File: src/rtl/i2cb_pkg.sv
package i2cb_pkg;
  localparam int unsigned MA_W = 16;
  localparam int unsigned WD_W = 24;

  typedef enum logic [2:0] {
    ST_IDLE, ST_DEV, ST_DEV_ACK, ST_RX, ST_RX_ACK, ST_TX, ST_TX_ACK
  } link_st_e;

  // Byte idx of a word, most significant first; wide selects 3-byte words.
  function automatic logic [7:0] pick_byte(input logic [WD_W-1:0] w,
                                           input logic wide,
                                           input logic [1:0] idx);
    case ({wide, idx})
      3'b100:  return w[23:16];
      3'b101:  return w[15:8];
      3'b110:  return w[7:0];
      3'b000:  return w[15:8];
      3'b001:  return w[7:0];
      default: return 8'h00;
    endcase
  endfunction
endpackage

File: src/rtl/i2cb_sync.sv
module i2cb_sync #(
  parameter int STAGES = 2
) (
  input  logic clk,
  input  logic rst_n,
  input  logic scl_in,
  input  logic sda_in,
  output logic scl_s,
  output logic sda_s,
  output logic scl_rise,
  output logic scl_fall,
  output logic start_det,
  output logic stop_det
);
  logic [STAGES-1:0] scl_q, sda_q;
  logic              scl_d, sda_d;

  always_ff @(posedge clk or negedge rst_n) begin
    if (!rst_n) begin
      scl_q <= '1;
      sda_q <= '1;
      scl_d <= 1'b1;
      sda_d <= 1'b1;
    end else begin
      scl_q <= {scl_q[STAGES-2:0], scl_in};
      sda_q <= {sda_q[STAGES-2:0], sda_in};
      scl_d <= scl_q[STAGES-1];
      sda_d <= sda_q[STAGES-1];
    end
  end

  assign scl_s     = scl_q[STAGES-1];
  assign sda_s     = sda_q[STAGES-1];
  assign scl_rise  = scl_s & ~scl_d;
  assign scl_fall  = ~scl_s & scl_d;
  assign start_det = scl_s & scl_d & sda_d & ~sda_s;
  assign stop_det  = scl_s & scl_d & ~sda_d & sda_s;
endmodule

File: src/rtl/i2cb_region.sv
module i2cb_region #(
  parameter int             AW       = 16,
  parameter logic [AW-1:0]  X_LAST   = 'h0FFE,
  parameter logic [AW-1:0]  CTRL_AT  = 'h0FFF,
  parameter logic [AW-1:0]  Y_FIRST  = 'h1000,
  parameter logic [AW-1:0]  Y_LAST   = 'h1FFF,
  parameter logic [AW-1:0]  WIN_BASE = 'h2000,
  parameter int             WIN_SIZE = 16
) (
  input  logic [AW-1:0] addr,
  output logic          wide,
  output logic          mapped
);
  localparam logic [AW-1:0] WIN_LAST = AW'(WIN_BASE + AW'(WIN_SIZE - 1));

  logic in_x, in_ctrl, in_y, in_win;

  assign in_x    = (addr <= X_LAST);
  assign in_ctrl = (addr == CTRL_AT);
  assign in_y    = (addr >= Y_FIRST) && (addr <= Y_LAST);
  assign in_win  = (addr >= WIN_BASE) && (addr <= WIN_LAST);

  assign wide   = in_x | in_win;
  assign mapped = in_x | in_ctrl | in_y | in_win;
endmodule

File: src/rtl/i2c_region_bridge.sv
module i2c_region_bridge
  import i2cb_pkg::*;
#(
  parameter logic [5:0] DEV_PREFIX  = 6'b001110,
  parameter int         SYNC_STAGES = 2
) (
  input  logic            clk,
  input  logic            rst_n,
  input  logic            scl_in,
  input  logic            sda_in,
  output logic            sda_pull,
  input  logic            addr_pin,
  output logic [MA_W-1:0] bus_addr,
  output logic [WD_W-1:0] bus_wdata,
  output logic            bus_we,
  output logic            bus_re,
  input  logic [WD_W-1:0] bus_rdata
);
  localparam logic [MA_W-1:0] ONE_A = 1;

  logic scl_s, sda_s, scl_rise, scl_fall, start_det, stop_det;
  logic cur_wide, cur_mapped, last_byte;

  link_st_e        st;
  logic [2:0]      bit_cnt;
  logic            byte_done, rw;
  logic [7:0]      rx_sr, tx_sr, addr_hi, nxt_byte;
  logic [1:0]      rx_idx, bi;
  logic [15:0]     wacc;
  logic [WD_W-1:0] word_buf;
  logic            adv, adv_fetch, fetch_req, ld_go, ld_go2, ld_map;

  i2cb_sync #(.STAGES(SYNC_STAGES)) u_sync (
    .clk(clk), .rst_n(rst_n), .scl_in(scl_in), .sda_in(sda_in),
    .scl_s(scl_s), .sda_s(sda_s), .scl_rise(scl_rise), .scl_fall(scl_fall),
    .start_det(start_det), .stop_det(stop_det)
  );

  i2cb_region #(.AW(MA_W)) u_dec (
    .addr(bus_addr), .wide(cur_wide), .mapped(cur_mapped)
  );

  assign last_byte = cur_wide ? (bi == 2'd2) : (bi == 2'd1);
  assign nxt_byte  = pick_byte(word_buf, cur_wide, bi);

  always_ff @(posedge clk or negedge rst_n) begin
    if (!rst_n) begin
      st        <= ST_IDLE;
      bit_cnt   <= '0;
      byte_done <= 1'b0;
      rw        <= 1'b0;
      rx_sr     <= '0;
      tx_sr     <= '0;
      addr_hi   <= '0;
      rx_idx    <= '0;
      bi        <= '0;
      wacc      <= '0;
      word_buf  <= '0;
      adv       <= 1'b0;
      adv_fetch <= 1'b0;
      fetch_req <= 1'b0;
      ld_go     <= 1'b0;
      ld_go2    <= 1'b0;
      ld_map    <= 1'b0;
      sda_pull  <= 1'b0;
      bus_addr  <= '0;
      bus_wdata <= '0;
      bus_we    <= 1'b0;
      bus_re    <= 1'b0;
    end else begin
      bus_we    <= 1'b0;
      bus_re    <= 1'b0;
      adv       <= 1'b0;
      fetch_req <= 1'b0;
      ld_go     <= 1'b0;
      ld_go2    <= ld_go;

      // address advance and read fetch pipeline
      if (adv) begin
        bus_addr  <= bus_addr + ONE_A;
        fetch_req <= adv_fetch;
      end
      if (fetch_req) begin
        bus_re <= cur_mapped;
        ld_map <= cur_mapped;
        ld_go  <= 1'b1;
      end
      if (ld_go2) word_buf <= ld_map ? bus_rdata : '0;

      // bus conditions, then SCL edges
      if (stop_det) begin
        st        <= ST_IDLE;
        sda_pull  <= 1'b0;
        byte_done <= 1'b0;
      end else if (start_det) begin
        st        <= ST_DEV;
        bit_cnt   <= '0;
        byte_done <= 1'b0;
        sda_pull  <= 1'b0;
        rx_idx    <= '0;
        bi        <= '0;
      end else if (scl_rise) begin
        case (st)
          ST_DEV, ST_RX: begin
            rx_sr   <= {rx_sr[6:0], sda_s};
            bit_cnt <= bit_cnt + 3'd1;
            if (bit_cnt == 3'd7) byte_done <= 1'b1;
          end
          ST_TX: begin
            bit_cnt <= bit_cnt + 3'd1;
            if (bit_cnt == 3'd7) byte_done <= 1'b1;
          end
          ST_DEV_ACK: if (rw) fetch_req <= 1'b1;
          ST_TX_ACK: begin
            if (sda_s) begin
              st <= ST_IDLE;
            end else if (last_byte) begin
              bi        <= '0;
              adv       <= 1'b1;
              adv_fetch <= 1'b1;
            end else begin
              bi <= bi + 2'd1;
            end
          end
          default: ;
        endcase
      end else if (scl_fall) begin
        case (st)
          ST_DEV: if (byte_done) begin
            byte_done <= 1'b0;
            rw        <= rx_sr[0];
            if (rx_sr[7:1] == {DEV_PREFIX, addr_pin}) begin
              sda_pull <= 1'b1;
              st       <= ST_DEV_ACK;
            end else begin
              st <= ST_IDLE;
            end
          end
          ST_DEV_ACK: begin
            bit_cnt <= '0;
            bi      <= '0;
            if (rw) begin
              st       <= ST_TX;
              tx_sr    <= nxt_byte;
              sda_pull <= ~nxt_byte[7];
            end else begin
              st       <= ST_RX;
              sda_pull <= 1'b0;
              rx_idx   <= '0;
            end
          end
          ST_RX: if (byte_done) begin
            byte_done <= 1'b0;
            sda_pull  <= 1'b1;
            st        <= ST_RX_ACK;
            case (rx_idx)
              2'd0: begin
                addr_hi <= rx_sr;
                rx_idx  <= 2'd1;
              end
              2'd1: begin
                bus_addr <= {addr_hi, rx_sr};
                rx_idx   <= 2'd2;
                bi       <= '0;
              end
              default: begin
                wacc <= {wacc[7:0], rx_sr};
                if (last_byte) begin
                  bi        <= '0;
                  bus_we    <= cur_mapped;
                  bus_wdata <= cur_wide ? {wacc, rx_sr} : {8'h00, wacc[7:0], rx_sr};
                  adv       <= 1'b1;
                  adv_fetch <= 1'b0;
                end else begin
                  bi <= bi + 2'd1;
                end
              end
            endcase
          end
          ST_RX_ACK: begin
            sda_pull <= 1'b0;
            st       <= ST_RX;
          end
          ST_TX: begin
            if (byte_done) begin
              byte_done <= 1'b0;
              sda_pull  <= 1'b0;
              st        <= ST_TX_ACK;
            end else begin
              sda_pull <= ~tx_sr[6];
              tx_sr    <= {tx_sr[6:0], 1'b0};
            end
          end
          ST_TX_ACK: begin
            st       <= ST_TX;
            bit_cnt  <= '0;
            tx_sr    <= nxt_byte;
            sda_pull <= ~nxt_byte[7];
          end
          default: ;
        endcase
      end
    end
  end

  AST_BUS_EXCL: assert property (@(posedge clk) disable iff (!rst_n)
    !(bus_we && bus_re));
  AST_RE_PULSE: assert property (@(posedge clk) disable iff (!rst_n)
    bus_re |=> !bus_re);
  AST_WE_ADVANCE: assert property (@(posedge clk) disable iff (!rst_n)
    bus_we |=> (bus_addr == $past(bus_addr) + ONE_A));
  AST_SDA_SCL_LOW: assert property (@(posedge clk) disable iff (!rst_n)
    (!$stable(sda_pull) && !$past(start_det) && !$past(stop_det)) |-> !scl_s);
  AST_IDLE_RELEASED: assert property (@(posedge clk) disable iff (!rst_n)
    (st == ST_IDLE) |-> !sda_pull);
  AST_UNMAPPED_QUIET: assert property (@(posedge clk) disable iff (!rst_n)
    (bus_we || bus_re) |-> cur_mapped);
endmodule

File: config.mk
export PLATFORM = sky130hd
export DESIGN_NAME = i2c_region_bridge
export DESIGN_NICKNAME = d
export VERILOG_FILES = /design/src/rtl/i2cb_pkg.sv /design/src/rtl/i2cb_sync.sv /design/src/rtl/i2cb_region.sv /design/src/rtl/i2c_region_bridge.sv
export SDC_FILE = /design/constraint.sdc
export NUM_CORES = 1
export LEC_CHECK = 0
export ABC_AREA = 1
export CAP_MARGIN = 15
export CELL_PAD_IN_SITES_DETAIL_PLACEMENT = 2
export CELL_PAD_IN_SITES_GLOBAL_PLACEMENT = 2
export CORE_MARGIN = 10
export CORE_UTILIZATION = 35
export CTS_CLUSTER_SIZE = 12
export DETAILED_ROUTE_END_ITERATION = 7
export DONT_BUFFER_PORTS = 1
export PLACE_DENSITY_LB_ADDON = 0.15
export SYNTH_ARGS = -nofsm -noshare
export SYNTH_HDL_FRONTEND = slang
export SYNTH_HIERARCHICAL = 1
export SYNTH_SLANG_ARGS = --single-unit
File: constraint.sdc
create_clock -name clk -period 3 [get_ports clk]
set_input_delay 0.3 -clock clk [delete_from_list [all_inputs] [get_ports clk]]
set_output_delay 0.3 -clock clk [all_outputs]
set_load 0.02 [all_outputs]
After elaboration in Yosys (flattened, before gate mapping)
Cells that the tools add are included.

operators by class
  add/sub/neg operators = 3
  magnitude comparators = 5
  eq/ne operators = 42
  mux-type cells = 100
  bitwise operators = 21
  reduce and logical (&&, ||, !) cells = 35

operator list
  operator                                                           number
  2-to-1 mux 16 bit                                                  8
  2-to-1 mux 1 bit                                                   52
  2-to-1 mux 24 bit                                                  2
  2-to-1 mux 3 bit                                                   15
  AND reduction 7 bit                                                6
  2-to-1 mux 2 bit                                                   13
  inequality test 4 bit (second input constant)                      6
  one-hot mux 8 bit (3 select lines)                                 1
  equality test 3 bit (second input constant)                        7
  one-hot mux 7 bit (3 select lines)                                 1
  one-hot mux 3 bit (6 select lines)                                 1
  adder 16 x 1 -> 16 bit (second input constant)                     1
  equality test 16 x 12 -> 1 bit (second input constant)             1
  >= comparator 16 x 13 -> 1 bit (second input constant)             1
  >= comparator 16 x 14 -> 1 bit (second input constant)             1
  less-or-equal comparator 16 x 12 -> 1 bit (second input constant)  1
  less-or-equal comparator 16 x 13 -> 1 bit (second input constant)  1
  less-or-equal comparator 16 x 14 -> 1 bit (second input constant)  1
  one-hot mux 2 bit (2 select lines)                                 4
  inequality test 5 bit (second input constant)                      3
  nonzero test 3 bit                                                 5
  2-to-1 mux 7 bit                                                   2
  inequality test 4 x 1 -> 1 bit (second input constant)             3
  AND reduction 4 bit                                                3
  28 further kinds                                                   67

storage, ports and cells
  flip-flop bits (word level) = 130
  input port bits = 29
  word-level logic and storage cells = 232

Longest topological paths before layout
Gate-level depths: netlist of the first run.

  depth after elaboration = 13
  mapped depth = 15
  mapped depth without buffers = 14

By module
Netlist of the first run, hierarchy kept.

modules (own cells, without submodules)
  module             instances  cells an instance  area an instance (µm²)  seq. area each (µm²)
  i2c_region_bridge  1          754                6085.8                  3103.0
  i2cb_sync          1          17                 198.9                   157.7
  i2cb_region        1          42                 181.4                   0.0

Worst setup path before layout of the first run
No wires, ideal clock.

  path kind = reg-to-reg
  start = register bus_addr[7]
  end = register bus_wdata[16]
  library setup time = 118 ps
  arrival = 1889 ps
  required time = 2882 ps
  slack = 994 ps
  cell stages (with the launch flop) = 14
  buffers on the path = 1
  clock period less this slack = 2006 ps
  cells stage by stage = dfrtp_1 nor2_1 nand2_1 o21ai_1 nand2_1 nor2_1 inv_1 o21ai_0 nand2_1 inv_1 nand3_4 buf_6 nand2_1 o21ai_2

between the ends
  longest elaborated chain between the ends = 5
  elaborated cells between the ends (all ways) = 8
  those cells by class = order compare (3); mux (2); bitwise (1); reduce/logical (2)

RTL lines
  item                                                                                         RTL line                  source
  start: declaration                                                                           i2c_region_bridge.sv:13   output logic [MA_W-1:0] bus_addr,
  start signal: assignment                                                                     i2c_region_bridge.sv:80   bus_addr <= bus_addr + ONE_A;
  start signal: assignment                                                                     i2c_region_bridge.sv:162  bus_addr <= {addr_hi, rx_sr};
  >= comparator 16 x 14 -> 1 bit or less-or-equal comparator 16 x 14 -> 1 bit (tied branches)  i2cb_region.sv:21         assign in_win = (addr >= WIN_BASE) && (addr <= WIN_LAST);
  logical AND 1 bit                                                                            i2cb_region.sv:21
  OR 1 bit *                                                                                   i2cb_region.sv:23         assign wide = in_x | in_win;
  via cur_wide                                                                                 i2c_region_bridge.sv:22   logic cur_wide, cur_mapped, last_byte;
  2-to-1 mux 1 bit                                                                             i2c_region_bridge.sv:43   assign last_byte = cur_wide ? (bi == 2'd2) : (bi == 2'd1);
  AND reduction 8 bit (no source line)                                                         n/a
  end signal: assignment                                                                       i2c_region_bridge.sv:171  bus_wdata <= cur_wide ? {wacc, rx_sr} : {8'h00, wacc[7:0], rx_sr};
  end: declaration                                                                             i2c_region_bridge.sv:14   output logic [WD_W-1:0] bus_wdata,

Mark *: on every way through the listed nets, which the timed path passes. The rest lies on a longest branch.
A chain may end at the register's enable or synchronous reset.

Worst setup path after layout of the first run
  start = register bus_addr[11]
  end = register bus_wdata[7]

between the ends
  longest elaborated chain between the ends = 5
  elaborated cells between the ends (all ways) = 7
  those cells by class = order compare (3); mux (1); bitwise (1); reduce/logical (2)

RTL lines
  item                                                                                         RTL line
  >= comparator 16 x 14 -> 1 bit or less-or-equal comparator 16 x 14 -> 1 bit (tied branches)  i2cb_region.sv:21
  logical AND 1 bit                                                                            i2cb_region.sv:21
  OR 1 bit *                                                                                   i2cb_region.sv:23
  via cur_wide                                                                                 i2c_region_bridge.sv:22
  2-to-1 mux 1 bit *                                                                           i2c_region_bridge.sv:43
  AND reduction 8 bit (no source line) *                                                       n/a

Marked as above.

==> results.json, run 1 <==
{
  "status": "finished with violations",
  "violations": "negative hold slack",
  "drt-vias-per-instance": 5.20,
  "clock-skew-final_ns": 0.0120,
  "place_area_um2": 6670,
  "fp.dieH_um": 156,
  "layout_commonest_cell": "nand2_1",
  "fin_crit_ns": 2.56,
  "cp_slowest_stage_delay_ns": 0.52,
  "antenna_found_initial": 0,
  "grt_pass1_wl_um": 33800,
  "cp.required_ns": 3.38,
  "avgSynthCellArea_um2": 7.95,
  "gp_congestion": 0.851,
  "cts_buffer_depth": 2,
  "yosys_register_bits": 130,
  "rsz0062_at_grt": "false",
  "pre_cts_ws_ns": 0.473,
  "cp.arrival_ns": 2.93,
  "relSlewSlack": 0.497,
  "yosysUniqueCellTypes": 40,
  "fin_area_um2": 7340,
  "yosysTopAreaCell": "dfrtp_1",
  "syn_inst": 813,
  "clk_pin_slew_worst_paths_ns": 0.06,
  "setup_slack_ns": 0.445,
  "vias": 5522,
  "setup_tns_ns": 0,
  "timing.final.crit_share": 0.852,
  "netlist.area_leader.share": 0.480,
  "grt_max_degree": 131,
  "wl_per_cell_um": 19.3,
  "grtUsageTotal": 0.175,
  "core_um2": 18100,
  "ys_top_cells_by_area": "dfrtp_1 (48%), nand2_1 (16%), o21ai_0 (7.4%)",
  "hold_class": "input pin to async pin",
  "ios": 72,
  "num-nets-final": 855,
  "critPathMaxFanout": 14,
  "cts_inserted_buffers": 17,
  "post_cts_buffers": 0,
  "cts-root-buf": "clkbuf_16",
  "ant_nets": 0,
  "slew_viol_final": 0,
  "clock_latency_ns": 0.44,
  "hold_ws_ns": -0.439,
  "syn_nets": 848,
  "setup_viol": 0,
  "htree_levels": 4,
  "max_freq_mhz": 391,
  "critPathKind": "flop to flop",
  "tightest_slew_ns": 0.755,
  "cts_sinks": 130,
  "wirelength_um": 20500,
  "grt_pass1_vias": 6065,
  "die_area_um2": 24300,
  "hold_viol_final": 130,
  "final_util": 0.406,
  "synth_area_um2": 6470,
  "drive_gt1_frac": 0.108,
  "ys.flop_type": "dfrtp_1",
  "cts_resized": 0,
  "cp-start-kind": "flop",
  "dp_hpwl_um": 14900,
  "io_buffers": 0,
  "detail_route.first_pass.iterations": 5,
  "power_leakage_nw": 3.60,
  "first_iter_violations": 285,
  "crit_path_cell_trace": "nor2_1 -> nand2_1 -> o21ai_1 -> nand2_1 -> nor2_1 -> inv_1 -> o21ai_0 -> nand2_1 -> buf_4 -> nor2_2 -> nand2_1 -> nand2_1",
  "cts_tree": "built",
  "grt_overflow": 0,
  "p_per_area_nw_per_um2": 697,
  "syn_to_final_growth_pct": 13.5,
  "final_cell_mix": "nand2_1 (272), dfrtp_1 (124), o21ai_0 (96)",
  "dieWidth_um": 156,
  "timing.critical_path.mode_cell": "nand2_1",
  "rows": 49,
  "maxCapViolCount": 0,
  "slowest_stage": "dfrtp_1",
  "cts_hold_buf": 2,
  "synth_edf_count": 0,
  "ys_async_sr_fraction": 1.00,
  "crit_path_end_kind": "flop",
  "route.detailed.drc": 0,
  "ys_seq_area_frac": 0.504,
  "start_util": 0.358,
  "synth_warnings": 6,
  "peakVddDrop_mv": 0.451,
  "antenna_cells": 0
}
[per-layer routing]
| metal | track usage | part of all wire | vias up | wire, um |
|---|---|---|---|---|
| met5 | 0 | 0 | - | 0 |
| met3 | 0.0430 | 0.045 | 15 | 926 |
| met1 | 0.219 | 0.45 | 2819 | 9310 |
| met4 | 0.0526 | 0.012 | 0 | 247 |
| met2 | 0.291 | 0.49 | 83 | 10000 |
| li1 | - | - | 2605 | - |
[kinds of logic after synthesis]
logic type / share of synthesized area
simple gates: 0.290
flops: 0.504
compound gates: 0.106
buf+inv: 0.0826
fa+ha+maj: 0.0116
xor+xnor: 0.00542
[state kept, by name, summed over array words and instances, names as in the netlist, 2 cells and up]
register and flops:
addr_hi 8, bi 2, bit_cnt 3, bus_addr 16
bus_wdata 24, rx_idx 2, rx_sr 8, st 3
tx_sr 7, u_sync/scl_q 2, u_sync/sda_q 2, wacc 16
word_buf 24
[layout make-up]
| class | instances | area [um2] |
|---|---|---|
| clock buffers | 18 | 429 |
| repair buffers | 17 | 133 |
| multi-input cells | 565 | 2670 |
| flip-flops and latches | 130 | 3260 |
| fillers | 2077 | 10700 |
| well taps | 229 | 287 |
| clock inverters | 14 | 223 |
| inverters | 89 | 337 |
[worst max-delay path, delay by kind of cell, from the launching register on]
kind	cells	cell delay, ns
buffers and inverters	2	0.34
AOI/OAI and AO/OA	2	0.22
and+or+nand+nor	8	1.41
DFF	1	0.52
[power breakdown]
group,internal (mW),switching (mW),total [mW]
registers,1.91,0.155,2.06
logic,0.213,0.478,0.691
clock network,1.49,0.873,2.36
[through the flow]
stage / hold slack, ns / std cells / power (mW)
after global placement: 0.0113 / 1028 / 2.73
after detailed placement: 0.0106 / 1028 / 2.78
after global routing: -0.455 / 1062 / 5.38
after CTS: -0.461 / 1062 / 5.18
final: -0.439 / 1062 / 5.11
after floorplan: 0.00441 / 813 / 2.54
[worst paths after layout]
check                                startpoint               to  slack, ns  depth (start not counted)
worst max-delay path               bus_addr[11]     bus_wdata[7]       0.44                         12
worst min-delay path                      rst_n      bus_addr[8]      -0.44                          0
worst max register to register     bus_addr[11]     bus_wdata[7]       0.44                         12
worst min register to register  u_sync/scl_q[0]  u_sync/scl_q[1]       0.35                          0
max in group asynchronous                 rst_n  u_sync/scl_q[0]       3.13                          0
min in group clk                  bus_rdata[19]     word_buf[19]       0.02                          2
[cells in the mapped netlist (4+ instances only)]
| cell type | count |
|---|---|
| clkbuf_1 | 13 |
| nand2_1 | 272 |
| inv_1 | 82 |
| nor3_1 | 9 |
| a21oi_1 | 10 |
| buf_4 | 4 |
| dfstp_2 | 6 |
| ha_1 | 6 |
| nand4_1 | 10 |
| nor2_1 | 46 |
| dfrtp_1 | 124 |
| nand3_1 | 64 |
| o21ai_0 | 96 |
| o21ai_2 | 11 |
| inv_2 | 5 |
| buf_6 | 8 |
| nor2_2 | 10 |
(Power assumes the default switching activity.)
==> run 2: changes to the inputs <==
ABC_AREA = default   (was 1)
==> run 2 against run 1 <==
Net effect: the flow still finishes with violations (negative hold slack); final area down 2.1%; non-clock buffer count increased by 10; sequential cell count did not move; combinational power shrank 57%; largest cell class unchanged; largest power group unchanged.
==> results.json, run 2 <==
{
  "status": "finished with violations",
  "violations": "negative hold slack",
  "dieWidth_um": 153,
  "multi_input_area_um2": 2690,
  "place_area_um2": 6570,
  "cts-root-buf": "clkbuf_16",
  "route.detailed.drc": 0,
  "ys_seq_area_frac": 0.525,
  "grt_pass1_wl_um": 29500,
  "cp-start-kind": "flop",
  "r2r_start": "bus_addr[11]",
  "critPathMaxFanout": 7,
  "reg2reg_depth": 7,
  "clock_latency_ns": 0.43,
  "final_util": 0.414,
  "crit_path_end_kind": "flop",
  "tightest_slew_ns": 0.749,
  "yosys_register_bits": 130,
  "antenna_found_initial": 0,
  "grt_overflow": 0,
  "pre_cts_ws_ns": 0.252,
  "ys_top_cells_by_area": "dfrtp_1 (50%), mux2_2 (11%), o21ai_0 (3.5%)",
  "cts_sinks": 130,
  "critPathKind": "flop to flop",
  "fillerInstances": 1763,
  "start_util": 0.358,
  "cts_tree": "built",
  "worstReg2RegEnd": "tx_sr[2]",
  "hold_class": "input pin to async pin",
  "gp_congestion": 0.809,
  "vias": 4653,
  "maxCapViolCount": 0,
  "drt-vias-per-instance": 5.56,
  "peakVddDrop_mv": 0.399,
  "dp_hpwl_um": 12600,
  "cts_buffer_depth": 2,
  "final_cell_mix": "dfrtp_1 (124), mux2_2 (58), nand2_1 (46)",
  "die_area_um2": 23500,
  "clock-skew-final_ns": 0.00930,
  "avgSynthCellArea_um2": 10.6,
  "setup_viol": 0,
  "setup_tns_ns": 0,
  "fin_area_um2": 7190,
  "cts_hold_buf": 2,
  "io_buffers": 0,
  "synth_common_cells": "dfrtp_1 (124), mux2_2 (58), nand2_1 (46)",
  "cp.required_ns": 3.31,
  "top_regs": "bus_wdata: 24 flops, word_buf: 24 flops",
  "ant_nets": 0,
  "stdcell_count": 837,
  "rsz0062_at_grt": "false",
  "p_total_mw": 4.31,
  "yosysTopAreaCell": "dfrtp_1",
  "grtUsageTotal": 0.157,
  "syn_nets": 621,
  "ys_async_sr_fraction": 1.00,
  "htree_levels": 4,
  "layout_commonest_cell": "dfrtp_1",
  "synth_edf_count": 0,
  "regArea_um2": 3260,
  "ys.flop_type": "dfrtp_1",
  "relSlewSlack": 0.500,
  "rows": 48,
  "timing.final.crit_share": 0.914,
  "wirelength_um": 18200,
  "fp.dieH_um": 153,
  "syn_to_final_growth_pct": 15.7,
  "grt_pass1_vias": 5207,
  "setup_slack_ns": 0.258,
  "drive_gt1_frac": 0.219,
  "p_per_area_nw_per_um2": 600,
  "detail_route.first_pass.iterations": 4,
  "r2r_slack_ns": 0.26,
  "grt_max_degree": 131,
  "wl_per_cell_um": 21.8,
  "clk_pin_slew_worst_paths_ns": 0.07,
  "yosysUniqueCellTypes": 60,
  "power_leakage_nw": 3.39,
  "num-nets-final": 634,
  "synth.most_common_cell": "dfrtp_1",
  "synth_warnings": 6,
  "antenna_cells": 0,
  "syn_inst": 586,
  "placed_cells": 803,
  "hold_ws_ns": -0.439,
  "cp.arrival_ns": 3.06,
  "core_um2": 17400,
  "hold_viol_final": 130,
  "slew_viol_final": 0,
  "cts_inserted_buffers": 17,
  "ios": 72,
  "netlist.area_leader.share": 0.500,
  "synth_area_um2": 6210,
  "first_iter_violations": 179,
  "fin_crit_ns": 2.74,
  "max_freq_mhz": 365
}
## run 2: area by class of cell
class,count,area share
clock buffers,19,0.0630
clock inverters,13,0.0197
inverters,36,0.0188
multi-input cells,387,0.375
flip-flops and latches,130,0.454
well taps,225,0.0392
repair buffers,27,0.0306
## run 2: repair_timing
item,in CTS,in global routing
buffers inserted,0,0
gates resized for setup,0,1
endpoints found under the setup margin,0,4
endpoints found under the hold margin,132,130
## run 2: worst max path at each step
| stage | slack (ns) | start | end |
|---|---|---|---|
| final | 0.26 | bus_addr[11] | tx_sr[2] |
| after global routing | 0.06 | bus_addr[9] | tx_sr[2] |
| after CTS | 0.14 | bus_addr[9] | tx_sr[2] |
| after detailed placement | 0.25 | bus_addr[9] | tx_sr[2] |
| after global placement | 0.30 | bus_addr[9] | tx_sr[1] |
| after floorplan | 0.40 | bus_addr[5] | tx_sr[1] |
## run 2: cells by family (layout without fill, tap and decap cells)
logic type | after synthesis | in the layout | synth area share
AND/OR/NAND/NOR | 181 | 181 | 0.158
XOR/XNOR | 13 | 13 | 0.0183
buffers and inverters | 69 | 95 | 0.0441
AO/OA/AOI/OAI | 124 | 124 | 0.129
multiplexers | 63 | 63 | 0.113
adder cells (fa/ha/maj) | 6 | 6 | 0.0121
flip-flops | 130 | 130 | 0.525
## run 2: where the power goes
group	internal, mW	switching (mW)	total, mW	leakage, nW
Clock	1.22	0.885	2.10	0.291
Combinational	0.136	0.161	0.297	1.44
Sequential	1.81	0.105	1.91	1.66
## run 2: critical path, cell delays in order, from the launching register on
cell and delay (ns):
dfrtp_1 0.52, nor4_1 0.35, nand2_1 0.16, a211oi_4 0.38
mux2_2 0.47, a221oi_1 0.35, o21ai_0 0.13, mux2_2 0.27
## run 2: per-layer routing
layer  vias up  wire length (um)  GRT usage
li1       2122                 -          -
met1      2438              7720      0.183
met2        71              9450      0.269
met3        22               814     0.0463
met4         0               261     0.0540
met5         -                 0          0
==> run 3: changes to the inputs <==
CTS_CLUSTER_SIZE = 25   (was 12)
clock period = 2.5 ns   (was 3 ns; I/O delays follow)
==> run 3 against run 2 <==
Net effect: the run ends with negative hold slack, negative setup slack left; die area unchanged; global-route usage increased by 0.91 points; hold slack got worse by 0.036 ns; first-iteration DRC count decreased by 26%; sequential cell count unchanged; final area increased by 6.8%; clock power increased by 14%; maximum frequency increased by 8.1%; critical path depth increased by 2; critical endpoint unchanged; largest power group unchanged.
==> results.json, run 3 (same netlist as run 2, synthesis figures left out) <==
{
  "power_leakage_nw": 3.60,
  "critPathKind": "flop to flop",
  "max_freq_mhz": 394,
  "cts_hold_buf": 20,
  "p_per_area_nw_per_um2": 666,
  "slew_viol_final": 0,
  "rsz0062_at_grt": "true",
  "top_regs": "bus_wdata: 24 flops, word_buf: 24 flops",
  "maxCapViolCount": 0,
  "cp.required_ns": 2.81,
  "critPathMaxFanout": 7,
  "comb_power_share": 0.083,
  "wl_per_cell_um": 22.3,
  "grt_max_degree": 131,
  "num-nets-final": 678,
  "final_cell_mix": "dfrtp_1 (121), mux2_2 (56), buf_4 (44)",
  "clock_latency_ns": 0.43,
  "cts_tree": "built",
  "clk_pin_slew_worst_paths_ns": 0.07,
  "clock-skew-final_ns": 0.0119,
  "core_um2": 17400,
  "ios": 72,
  "grtUsageTotal": 0.166,
  "route.detailed.drc": 0,
  "grt_pass1_wl_um": 31100,
  "antenna_cells": 0,
  "cts_buffer_depth": 2,
  "hold_ws_ns": -0.476,
  "dieWidth_um": 153,
  "violations": "negative hold slack, negative setup slack",
  "cp-start-kind": "flop",
  "ant_nets": 0,
  "detail_route.first_pass.iterations": 5,
  "gp_congestion": 0.817,
  "setup_slack_ns": -0.0358,
  "relSlewSlack": 0.458,
  "fp.dieH_um": 153,
  "cp.arrival_ns": 2.85,
  "fillerInstances": 1812,
  "grt_overflow": 0,
  "fin_crit_ns": 2.54,
  "internal_power_mw": 3.69,
  "drive_gt1_frac": 0.273,
  "io_buffers": 0,
  "die_area_um2": 23500,
  "cts_inserted_buffers": 17,
  "vias": 4826,
  "hold_viol_final": 130,
  "hold_class": "input pin to async pin",
  "rows": 48,
  "first_iter_violations": 132,
  "layout_commonest_cell": "dfrtp_1",
  "syn_to_final_growth_pct": 23.5,
  "cts_sinks": 130,
  "peakVddDrop_mv": 0.502,
  "status": "finished with violations",
  "drt-vias-per-instance": 5.48,
  "dp_hpwl_um": 13000,
  "wirelength_um": 19600,
  "setup_viol": 2,
  "sequentialPowerShare": 0.449,
  "setup_tns_ns": -0.0451,
  "crit_path_end_kind": "flop",
  "final_util": 0.442,
  "switching_power_mw": 1.42,
  "grt_pass1_vias": 5367,
  "switching_share": 0.277,
  "tightest_slew_ns": 0.802,
  "cts-root-buf": "clkbuf_16",
  "htree_levels": 4,
  "start_util": 0.358,
  "antenna_found_initial": 0,
  "clkPwrFrac": 0.468,
  "timing.final.crit_share": 1.01
}
-- run 3: layout make-up --
cell class	instances	area, um2	share of cell area
clock buffer	18	439	0.0572
clock inverter	14	119	0.0155
inverter	36	135	0.0176
multi-input combinational	387	2810	0.366
sequential	130	3260	0.426
tap	225	282	0.0367
timing repair buffer	71	627	0.0817
-- run 3: critical path: stages (launching register included) --
cell and delay (ns):
dfrtp_1 0.41, nor4_2 0.33, buf_4 0.18, nand2_4 0.05, a211oi_4 0.25, buf_6 0.15, mux2_4 0.37, a221oi_2 0.29
o21ai_1 0.11, mux2_4 0.27
-- run 3: timing repair --
action,in CTS,in global routing
endpoints found under the hold margin,150,130
gates cloned,0,0
endpoints found under the setup margin,12,34
buffers inserted,0,5
pin swaps,1,6
gates resized for setup,4,32
-- run 3: path summary, 6_finish.rpt --
path	from	to	slack, ns	depth (start not counted)
max in group asynchronous	rst_n	u_sync/scl_d	2.58	0
setup reg to reg	bus_addr[8]	tx_sr[2]	-0.04	9
hold reg to reg	ld_go	ld_go2	0.35	0
setup / recovery	bus_addr[8]	tx_sr[2]	-0.04	9
hold / removal	rst_n	bit_cnt[2]	-0.48	0
min in group clk	bus_rdata[14]	word_buf[14]	0.02	2
-- run 3: power by group through the flow --
stage / logic [mW] / clock network, mW / registers, mW
5_1_grt: 0.470 / 2.57 / 2.31
4_1_cts: 0.402 / 2.46 / 2.30
6_report: 0.425 / 2.39 / 2.30
3_5_place_dp: 0.364 / 0 / 2.33
2_1_floorplan: 0.272 / 0 / 2.27
3_3_place_gp: 0.341 / 0 / 2.33
-- run 3: per-stage QoR --
step | instances | worst slack (ns) | hold slack (ns) | power, mW | instance area (um2)
after global placement | 824 | -0.0181 | -0.0358 | 2.67 | 6740
after detailed placement | 824 | -0.131 | -0.0353 | 2.69 | 6740
after CTS | 876 | -0.0145 | -0.502 | 5.16 | 7520
after floorplan | 586 | 0.00625 | -0.0456 | 2.54 | 6220
final | 881 | -0.0358 | -0.476 | 5.11 | 7670
after global routing | 881 | -0.121 | -0.499 | 5.35 | 7670
-- run 3: per-layer routing --
| layer | global-route usage | part of all wire | vias up |
|---|---|---|---|
| met1 | 0.200 | 0.42 | 2502 |
| met5 | 0 | 0 | - |
| met3 | 0.0449 | 0.040 | 26 |
| met4 | 0.0595 | 0.021 | 0 |
| li1 | - | - | 2210 |
| met2 | 0.278 | 0.52 | 88 |
